<file path="src/rtl/wdg_pkg.sv">
package wdg_pkg;
  localparam int CTL_W     = 6;
  localparam int CTL_EXPD  = 6;
  localparam logic [15:0] KEY_STD = 16'h5AB9;
  localparam logic [15:0] KEY_ALT = 16'h4755;

  typedef enum logic [1:0] {
    RG_COUNT  = 2'd0,
    RG_RELOAD = 2'd1,
    RG_KICK   = 2'd2,
    RG_CTRL   = 2'd3
  } reg_sel_e;

  // packed MSB first: bit 0 is en
  typedef struct packed {
    logic scope;
    logic tsrc;
    logic ext_en;
    logic irq_en;
    logic rst_en;
    logic en;
  } ctl_t;
endpackage

</file>
<file path="src/rtl/wdg_regs.sv">
module wdg_regs
  import wdg_pkg::*;
#(
  parameter int DATA_W  = 32,
  parameter int ALT_KEY = 0
) (
  input  logic              clk,
  input  logic              rst_n,
  input  logic              bus_sel,
  input  logic              bus_wr,
  input  logic [1:0]        bus_widx,
  input  logic [DATA_W-1:0] bus_wdata,
  input  logic [DATA_W-1:0] count,
  input  logic              expired,
  output logic [DATA_W-1:0] reload,
  output ctl_t              ctl,
  output logic              kick,
  output logic [DATA_W-1:0] bus_rdata
);
  logic [DATA_W-1:0] key_word;
  logic [DATA_W-1:0] reload_q, reload_d;
  ctl_t              ctl_q, ctl_d;
  logic              wr_hit;
  reg_sel_e          sel;

  generate
    if (ALT_KEY != 0) begin : g_key_alt
      assign key_word = DATA_W'(KEY_ALT);
    end else begin : g_key_std
      assign key_word = DATA_W'(KEY_STD);
    end
  endgenerate

  assign wr_hit = bus_sel & bus_wr;
  assign sel    = reg_sel_e'(bus_widx);
  assign kick   = wr_hit && (sel == RG_KICK) && (bus_wdata == key_word);

  always_comb begin
    reload_d = reload_q;
    ctl_d    = ctl_q;
    if (wr_hit && sel == RG_RELOAD) reload_d = bus_wdata;
    if (wr_hit && sel == RG_CTRL)   ctl_d    = ctl_t'(bus_wdata[CTL_W-1:0]);
  end

  always_ff @(posedge clk or negedge rst_n) begin
    if (!rst_n) begin
      reload_q <= '1;
      ctl_q    <= '0;
    end else begin
      reload_q <= reload_d;
      ctl_q    <= ctl_d;
    end
  end

  always_comb begin
    bus_rdata = '0;
    case (sel)
      RG_COUNT:  bus_rdata = count;
      RG_RELOAD: bus_rdata = reload_q;
      RG_KICK:   bus_rdata = '0;
      RG_CTRL: begin
        bus_rdata[CTL_W-1:0] = ctl_q;
        bus_rdata[CTL_EXPD]  = expired;
      end
      default:   bus_rdata = '0;
    endcase
  end

  assign reload = reload_q;
  assign ctl    = ctl_q;
endmodule

</file>
<file path="src/rtl/wdg_counter.sv">
module wdg_counter #(
  parameter int DATA_W = 32
) (
  input  logic              clk,
  input  logic              rst_n,
  input  logic              load,
  input  logic [DATA_W-1:0] reload,
  input  logic              en,
  input  logic              tsrc,
  input  logic              tick,
  output logic [DATA_W-1:0] count,
  output logic              expire_evt
);
  logic [DATA_W-1:0] count_q, count_d;
  logic              cnt_ce;
  logic              step;

  assign cnt_ce     = tsrc ? tick : 1'b1;
  assign step       = en && cnt_ce && (count_q != '0) && !load;
  assign expire_evt = step && (count_q == DATA_W'(1));

  always_comb begin
    count_d = count_q;
    if (load)      count_d = reload;
    else if (step) count_d = count_q - DATA_W'(1);
  end

  always_ff @(posedge clk or negedge rst_n) begin
    if (!rst_n) count_q <= '1;
    else        count_q <= count_d;
  end

  assign count = count_q;


  load_copy_chk: assert property (@(posedge clk) disable iff (!rst_n)
    load |=> count_q == $past(reload));

  count_hold_chk: assert property (@(posedge clk) disable iff (!rst_n)
    (!load && !en) |=> count_q == $past(count_q));

  no_wrap_chk: assert property (@(posedge clk) disable iff (!rst_n)
    (count_q == '0 && !load) |=> count_q == '0);
endmodule

</file>
<file path="src/rtl/wdg_alarm.sv">
module wdg_alarm #(
  parameter int RST_PULSE_CYC = 16
) (
  input  logic clk,
  input  logic rst_n,
  input  logic expire_evt,
  input  logic kick,
  input  logic en,
  input  logic rst_en,
  input  logic irq_en,
  input  logic ext_en,
  input  logic scope,
  output logic expired,
  output logic sys_rst_o,
  output logic rst_scope_o,
  output logic irq_o,
  output logic ext_o
);
  localparam int PW = $clog2(RST_PULSE_CYC + 1);

  logic          expired_q, expired_d;
  logic [PW-1:0] pcnt_q, pcnt_d;
  logic          scope_q, scope_d;
  logic          pulse_start;

  assign pulse_start = expire_evt && rst_en;

  always_comb begin
    expired_d = expired_q;
    if (kick)            expired_d = 1'b0;
    else if (expire_evt) expired_d = 1'b1;
  end

  always_comb begin
    pcnt_d  = pcnt_q;
    scope_d = scope_q;
    if (pulse_start) begin
      pcnt_d  = PW'(RST_PULSE_CYC);
      scope_d = scope;
    end else if (pcnt_q != '0) begin
      pcnt_d  = pcnt_q - PW'(1);
    end
  end

  always_ff @(posedge clk or negedge rst_n) begin
    if (!rst_n) begin
      expired_q <= 1'b0;
      pcnt_q    <= '0;
      scope_q   <= 1'b0;
    end else begin
      expired_q <= expired_d;
      pcnt_q    <= pcnt_d;
      scope_q   <= scope_d;
    end
  end

  assign expired     = expired_q;
  assign sys_rst_o   = (pcnt_q != '0);
  assign rst_scope_o = sys_rst_o & scope_q;
  assign irq_o       = expired_q & irq_en & en;
  assign ext_o       = expired_q & ext_en & en;


  expired_sticky_chk: assert property (@(posedge clk) disable iff (!rst_n)
    (expired_q && !kick) |=> expired_q);

  rst_start_chk: assert property (@(posedge clk) disable iff (!rst_n)
    $rose(sys_rst_o) |-> $past(expire_evt && rst_en));

  scope_idle_chk: assert property (@(posedge clk) disable iff (!rst_n)
    !sys_rst_o |-> !rst_scope_o);

  irq_clear_chk: assert property (@(posedge clk) disable iff (!rst_n)
    kick |=> !irq_o);
endmodule

</file>
<file path="src/rtl/wdg_timer.sv">
module wdg_timer
  import wdg_pkg::*;
#(
  parameter int DATA_W        = 32,
  parameter int ALT_KEY       = 0,
  parameter int RST_PULSE_CYC = 16
) (
  input  logic              clk,
  input  logic              rst_n,
  input  logic              tick_i,
  input  logic              bus_sel,
  input  logic              bus_wr,
  input  logic [1:0]        bus_widx,
  input  logic [DATA_W-1:0] bus_wdata,
  output logic [DATA_W-1:0] bus_rdata,
  output logic              sys_rst_o,
  output logic              rst_scope_o,
  output logic              irq_o,
  output logic              ext_o
);
  logic [DATA_W-1:0] count, reload;
  ctl_t              ctl;
  logic              kick, expire_evt, expired;

  wdg_regs #(.DATA_W(DATA_W), .ALT_KEY(ALT_KEY)) u_regs (
    .clk(clk), .rst_n(rst_n), .bus_sel(bus_sel), .bus_wr(bus_wr),
    .bus_widx(bus_widx), .bus_wdata(bus_wdata), .count(count),
    .expired(expired), .reload(reload), .ctl(ctl), .kick(kick),
    .bus_rdata(bus_rdata)
  );

  wdg_counter #(.DATA_W(DATA_W)) u_cnt (
    .clk(clk), .rst_n(rst_n), .load(kick), .reload(reload),
    .en(ctl.en), .tsrc(ctl.tsrc), .tick(tick_i), .count(count),
    .expire_evt(expire_evt)
  );

  wdg_alarm #(.RST_PULSE_CYC(RST_PULSE_CYC)) u_alarm (
    .clk(clk), .rst_n(rst_n), .expire_evt(expire_evt), .kick(kick),
    .en(ctl.en), .rst_en(ctl.rst_en), .irq_en(ctl.irq_en),
    .ext_en(ctl.ext_en), .scope(ctl.scope), .expired(expired),
    .sys_rst_o(sys_rst_o), .rst_scope_o(rst_scope_o), .irq_o(irq_o),
    .ext_o(ext_o)
  );
endmodule

</file>
<file path="config.mk">
export PLATFORM = sky130hd
export DESIGN_NAME = wdg_timer
export DESIGN_NICKNAME = d
export VERILOG_FILES = /design/src/rtl/wdg_pkg.sv /design/src/rtl/wdg_regs.sv /design/src/rtl/wdg_counter.sv /design/src/rtl/wdg_alarm.sv /design/src/rtl/wdg_timer.sv
export SDC_FILE = /design/constraint.sdc
export NUM_CORES = 1
export LEC_CHECK = 0
export CAP_MARGIN = 20
export CORE_MARGIN = 2
export CORE_UTILIZATION = 65
export CTS_CLUSTER_DIAMETER = 200
export DETAILED_ROUTE_END_ITERATION = 8
export DONT_BUFFER_PORTS = 1
export PLACE_DENSITY = 0.79
export SYNTH_ARGS = -nofsm -noshare
export SYNTH_HDL_FRONTEND = slang
export SYNTH_SLANG_ARGS = --single-unit
</file>
<file path="constraint.sdc">
create_clock -name clk -period 7.2 [get_ports clk]
set_input_delay 0.36 -clock clk [delete_from_list [all_inputs] [get_ports clk]]
set_output_delay 0.36 -clock clk [all_outputs]
set_load 0.05 [all_outputs]
</file>
==> run summary <==
By area the synthesized netlist is led by sky130_fd_sc_hd__dfstp_2 37%, sky130_fd_sc_hd__mux2_2 11%, sky130_fd_sc_hd__dfrtp_1 7.2%, sky130_fd_sc_hd__nor2_1 5.6%, sky130_fd_sc_hd__mux2i_1 5.5%. The post-CTS resize count came out at 0. The overall overflow remaining after global route is 0. The max-slew violation total from the final report is 0.

After synthesis the cells add up to 4528 um^2. The area growth from synthesis to layout is 6.632%. The dominant delay contributor by cell family on the critical path is simple AND/OR/NAND/NOR gates. The number of cells in the finished layout apart from fillers came out at 527. The signal on the critical path passes through nor4_1 > nand3_1 > nor4_1 > and3_1 > mux2_1. The net count after synthesis is 499. The number of vias per cell after detailed routing is about 6.8. STA classifies the critical path startpoint as a flop.

The count of final setup violators is 0. The total number of yosys warnings is 0. The category of the most critical setup path is reg2reg.

The number of buffer and inverter instances along the worst setup path is 0. The root buffer selected by CTS is sky130_fd_sc_hd__clkbuf_8. The via total after detailed routing is 3561. The first-pass GRT wire length came out at 17040 um. The first-pass iteration count of the detailed router came out at 4. The average wire per cell in the routed design came out at 20.28 um. The initial antenna violation count came out at 0. The worst hold path belongs to the class in2reg. Among all stages on the critical path, the largest delay is contributed by sky130_fd_sc_hd__nor4_1. The clock tree buffer depth came out at 2. The core area came out at 6756 um^2. The number of nets in the final layout came out at 486. The starting density of the core is between 60% and 70%. After layout, the minimum clock period comes to 2.979 ns. In this run the horizontal extent of the chip is 87.47 um.

Dividing the final minimum period by the clock period gives 41.38%. The number of enable-type register cells in the synthesized netlist came out at 0. The clock buffer count from CTS is 9. The placement row count is 30. The cell count after synthesis is between 400 and 500.

The global routing usage summed across all routing layers came out at 28.86%. The detail route stage leaves a number of antenna-violating nets equal to 0. In this run the tool buffered the top-level ports with 0 buffer cells. The fraction of registers with async set or reset after synthesis is 100.0%.

Counting every sink on the clock net gives 77. The via count of the first global-routing pass came out at around 3500. Setup repair after global routing left no endpoint under its margin. The worst register-to-register path begins at u_cnt.count[21]$_DFFE_PN1P_. Static timing analysis puts the maximum clock frequency at 335.6 MHz. After detailed routing, the total wire length is 10690 um.

In this design, the critical path's most frequently occurring cell is sky130_fd_sc_hd__nor4_1. The worst register-to-register path ends at u_alarm.scope_q$_DFFE_PN0P_. The largest single stage delay on the critical path is 0.64 ns.

STA classifies the critical path endpoint as a flop. The relative slew slack came out at 33.74%. The number of hold violations in the final report is 0.

The global placer's final weighted congestion came out at 0.8580. The flow ran to the end, and the final reports show no timing, DRC or antenna violations. The most critical setup path has its endpoint at u_alarm.scope_q$_DFFE_PN0P_. The number of placed instances, taps included is 508.

The power per cell area came out at 323.8 nW/um^2. The boundary pin count came out at 75. The number of cells on the critical path came out at 5. For the pin with the worst max-slew slack, the measured transition is 0.9928 ns. Of the cells placed in the final design, the portion with a size suffix greater than 1 is 29.75%. The setup fix buffers added after clock tree synthesis is 0.

Summed over all instances, the cell type with the most area after synthesis is sky130_fd_sc_hd__dfstp_2. In this run the worst setup path begins at u_cnt.count[21]$_DFFE_PN1P_. Sequential elements use approximately 44% of the synthesized area. The maximum number of pins on one net before global-route repair is 78. Summed over all failing endpoints, the final setup total negative slack is 0 ns. The floorplan step defined a die boundary enclosing 7650 um^2. The half-perimeter wire length of the detailed placement result came out at 7260 um.

For the final database, setup skew stands at 0.01025 ns. The total of max-cap violations came out at 0. TritonCTS built the clock tree. The flip-flop cell with the highest count after synthesis is sky130_fd_sc_hd__dfstp_2. In this run the static leakage power is 1.933 nW. 0 antenna diodes ended up in the layout. The data required time at the worst endpoint came out at between 7 and 8 ns. The flop-to-flop setup slack is 4.22 ns.

The filler cell count came out at 520. Counting cells, the worst reg-to-reg path comes to 5. The peak supply drop came out at 0.0002170 V. The H-tree was split into 3 levels. The register clock-pin slew on the reported worst setup and hold paths is 0.08 ns. The area fraction of the dominant cell type after synthesis is 37.14%. The mean cell area of the mapped netlist came out at 9.952 um^2.

The clock latency at the later pin of the worst-skew pair came out at between 0.3 and 0.4 ns. The die span in y came out at between 80 and 90 um. The starting DRC count in detailed routing is 262. The cell depth of the worst min-delay path came out at 1. The arrival time of the worst setup path came out at 3.22 ns. The unique cell type count in the Yosys netlist is between 40 and 50.

Along the worst path, the maximum fanout reaches 9. The post-synthesis sequential element count came out at just under 80. The final routed DRC violation total is 0.
cell type report:
cell class	instances	area [um^2]	share of cell area [%]
multi-input cells	341	2370	49.08
flip-flops and latches	77	2007	41.57
clock buffers	13	168.9	3.498
well taps	80	100.1	2.073
clock inverters	3	90.09	1.866
repair buffers	4	58.81	1.218
inverters	9	33.78	0.6997
stage by stage:
stage	utilization, %	hold WS, ns	power (mW)	setup WS [ns]	cell area, um^2
after floorplan	-	0.06441	1.050	4.625	4528
after detailed placement	66.87	0.06633	1.134	4.060	4518
final	71.46	0.1511	1.564	4.221	4828
after CTS	71.26	0.1461	1.562	4.084	4815
after global placement	66.87	0.06714	1.117	4.058	4518
after global routing	71.46	0.1418	1.640	3.951	4828
cells in the mapped netlist, types with 3 or more instances:
| cell | number |
|---|---|
| sky130_fd_sc_hd__nor2_1 | 68 |
| sky130_fd_sc_hd__nand4_1 | 7 |
| sky130_fd_sc_hd__clkbuf_1 | 21 |
| sky130_fd_sc_hd__inv_1 | 9 |
| sky130_fd_sc_hd__o211ai_1 | 4 |
| sky130_fd_sc_hd__nand3_1 | 12 |
| sky130_fd_sc_hd__a21oi_1 | 5 |
| sky130_fd_sc_hd__nand4b_1 | 5 |
| sky130_fd_sc_hd__o31ai_1 | 8 |
| sky130_fd_sc_hd__a31oi_1 | 22 |
| sky130_fd_sc_hd__xnor2_1 | 3 |
| sky130_fd_sc_hd__ha_1 | 5 |
| sky130_fd_sc_hd__or4_1 | 19 |
| sky130_fd_sc_hd__and3_1 | 8 |
| sky130_fd_sc_hd__dfstp_2 | 64 |
| sky130_fd_sc_hd__nand2_1 | 16 |
| sky130_fd_sc_hd__a22o_1 | 7 |
| sky130_fd_sc_hd__dfrtp_1 | 13 |
| sky130_fd_sc_hd__mux2i_1 | 25 |
| sky130_fd_sc_hd__nor3_1 | 6 |
| sky130_fd_sc_hd__mux2_2 | 45 |
| sky130_fd_sc_hd__or3_1 | 18 |
| sky130_fd_sc_hd__o21ai_0 | 15 |
| sky130_fd_sc_hd__nor4_1 | 15 |
cells by family after synthesis:
kind of cell | share of synthesized area (%)
xor gates and xnor gates | 0.9673
AOI/OAI and AO/OA | 10.33
adders and majority gates | 1.382
muxes | 16.97
buffers and inverters | 3.454
and+or+nand+nor | 22.58
DFF | 44.32
worst register-to-register path, delay by kind of cell (launching register included):
kind	cells	cell delay [ns]
muxes	1	0.34
and+or+nand+nor	4	2.11
DFF	1	0.42
cells in the final DEF (no fill, tap or decap), types with 3 or more instances in the layout:
cell type	netlist	layout
sky130_fd_sc_hd__nand2_1	16	16
sky130_fd_sc_hd__and3_1	8	8
sky130_fd_sc_hd__nor3_1	6	6
sky130_fd_sc_hd__nor2_1	68	68
sky130_fd_sc_hd__or4_1	19	19
sky130_fd_sc_hd__a21oi_1	5	5
sky130_fd_sc_hd__o31ai_1	8	8
sky130_fd_sc_hd__dfstp_2	64	64
sky130_fd_sc_hd__ha_1	5	5
sky130_fd_sc_hd__o21ai_0	15	15
sky130_fd_sc_hd__clkbuf_8	0	13
sky130_fd_sc_hd__dfrtp_1	13	13
sky130_fd_sc_hd__o211ai_1	4	4
sky130_fd_sc_hd__a22o_1	7	7
sky130_fd_sc_hd__inv_1	9	9
sky130_fd_sc_hd__bufinv_16	0	3
sky130_fd_sc_hd__nand3_1	12	11
sky130_fd_sc_hd__mux2i_1	25	25
sky130_fd_sc_hd__xnor2_1	3	3
sky130_fd_sc_hd__nor4_1	15	15
sky130_fd_sc_hd__or3_1	18	18
sky130_fd_sc_hd__nand4_1	7	7
sky130_fd_sc_hd__mux2_2	45	45
sky130_fd_sc_hd__a31oi_1	22	22
sky130_fd_sc_hd__nand4b_1	5	5
sequential cells by signal (all words and copies together), names as in the netlist:
name	cells
u_alarm.expired	1
u_alarm.pcnt_q	5
u_alarm.scope_q	1
u_cnt.count	32
u_regs.ctl	6
u_regs.reload	32
layer usage:
layer	part of all wire [%]	vias to the layer above	global-route usage [%]	wire length [um]
met2	48	127	45.39	5123
met3	6.1	17	4.265	647
li1	-	1668	-	-
met1	44	1749	40.74	4748
met5	0	-	0	0
met4	1.6	0	10.35	167
power by group:
group / leakage (nW) / internal (mW) / switching, mW / total [mW]
logic: 0.964 / 0.159 / 0.270 / 0.429
clock network: 0.130 / 0.259 / 0.158 / 0.417
registers: 0.839 / 0.598 / 0.120 / 0.718
how the worst min path moves through the flow:
stage                                          endpoint          start
final                     u_regs.reload[30]$_DFFE_PN1P_  bus_wdata[30]
after CTS                 u_regs.reload[25]$_DFFE_PN1P_  bus_wdata[25]
after floorplan             u_alarm.expired$_DFFE_PN0P_          rst_n
after global placement        u_regs.ctl[5]$_DFFE_PN0P_          rst_n
after global routing      u_regs.reload[25]$_DFFE_PN1P_  bus_wdata[25]
after detailed placement      u_regs.ctl[4]$_DFFE_PN0P_          rst_n
repair_timing:
action,in CTS,in global routing
hold buffers,2,0
endpoints found under the hold margin,77,0
setup endpoints to repair,0,0
No activity file was read; power rests on OpenSTA's default activity.
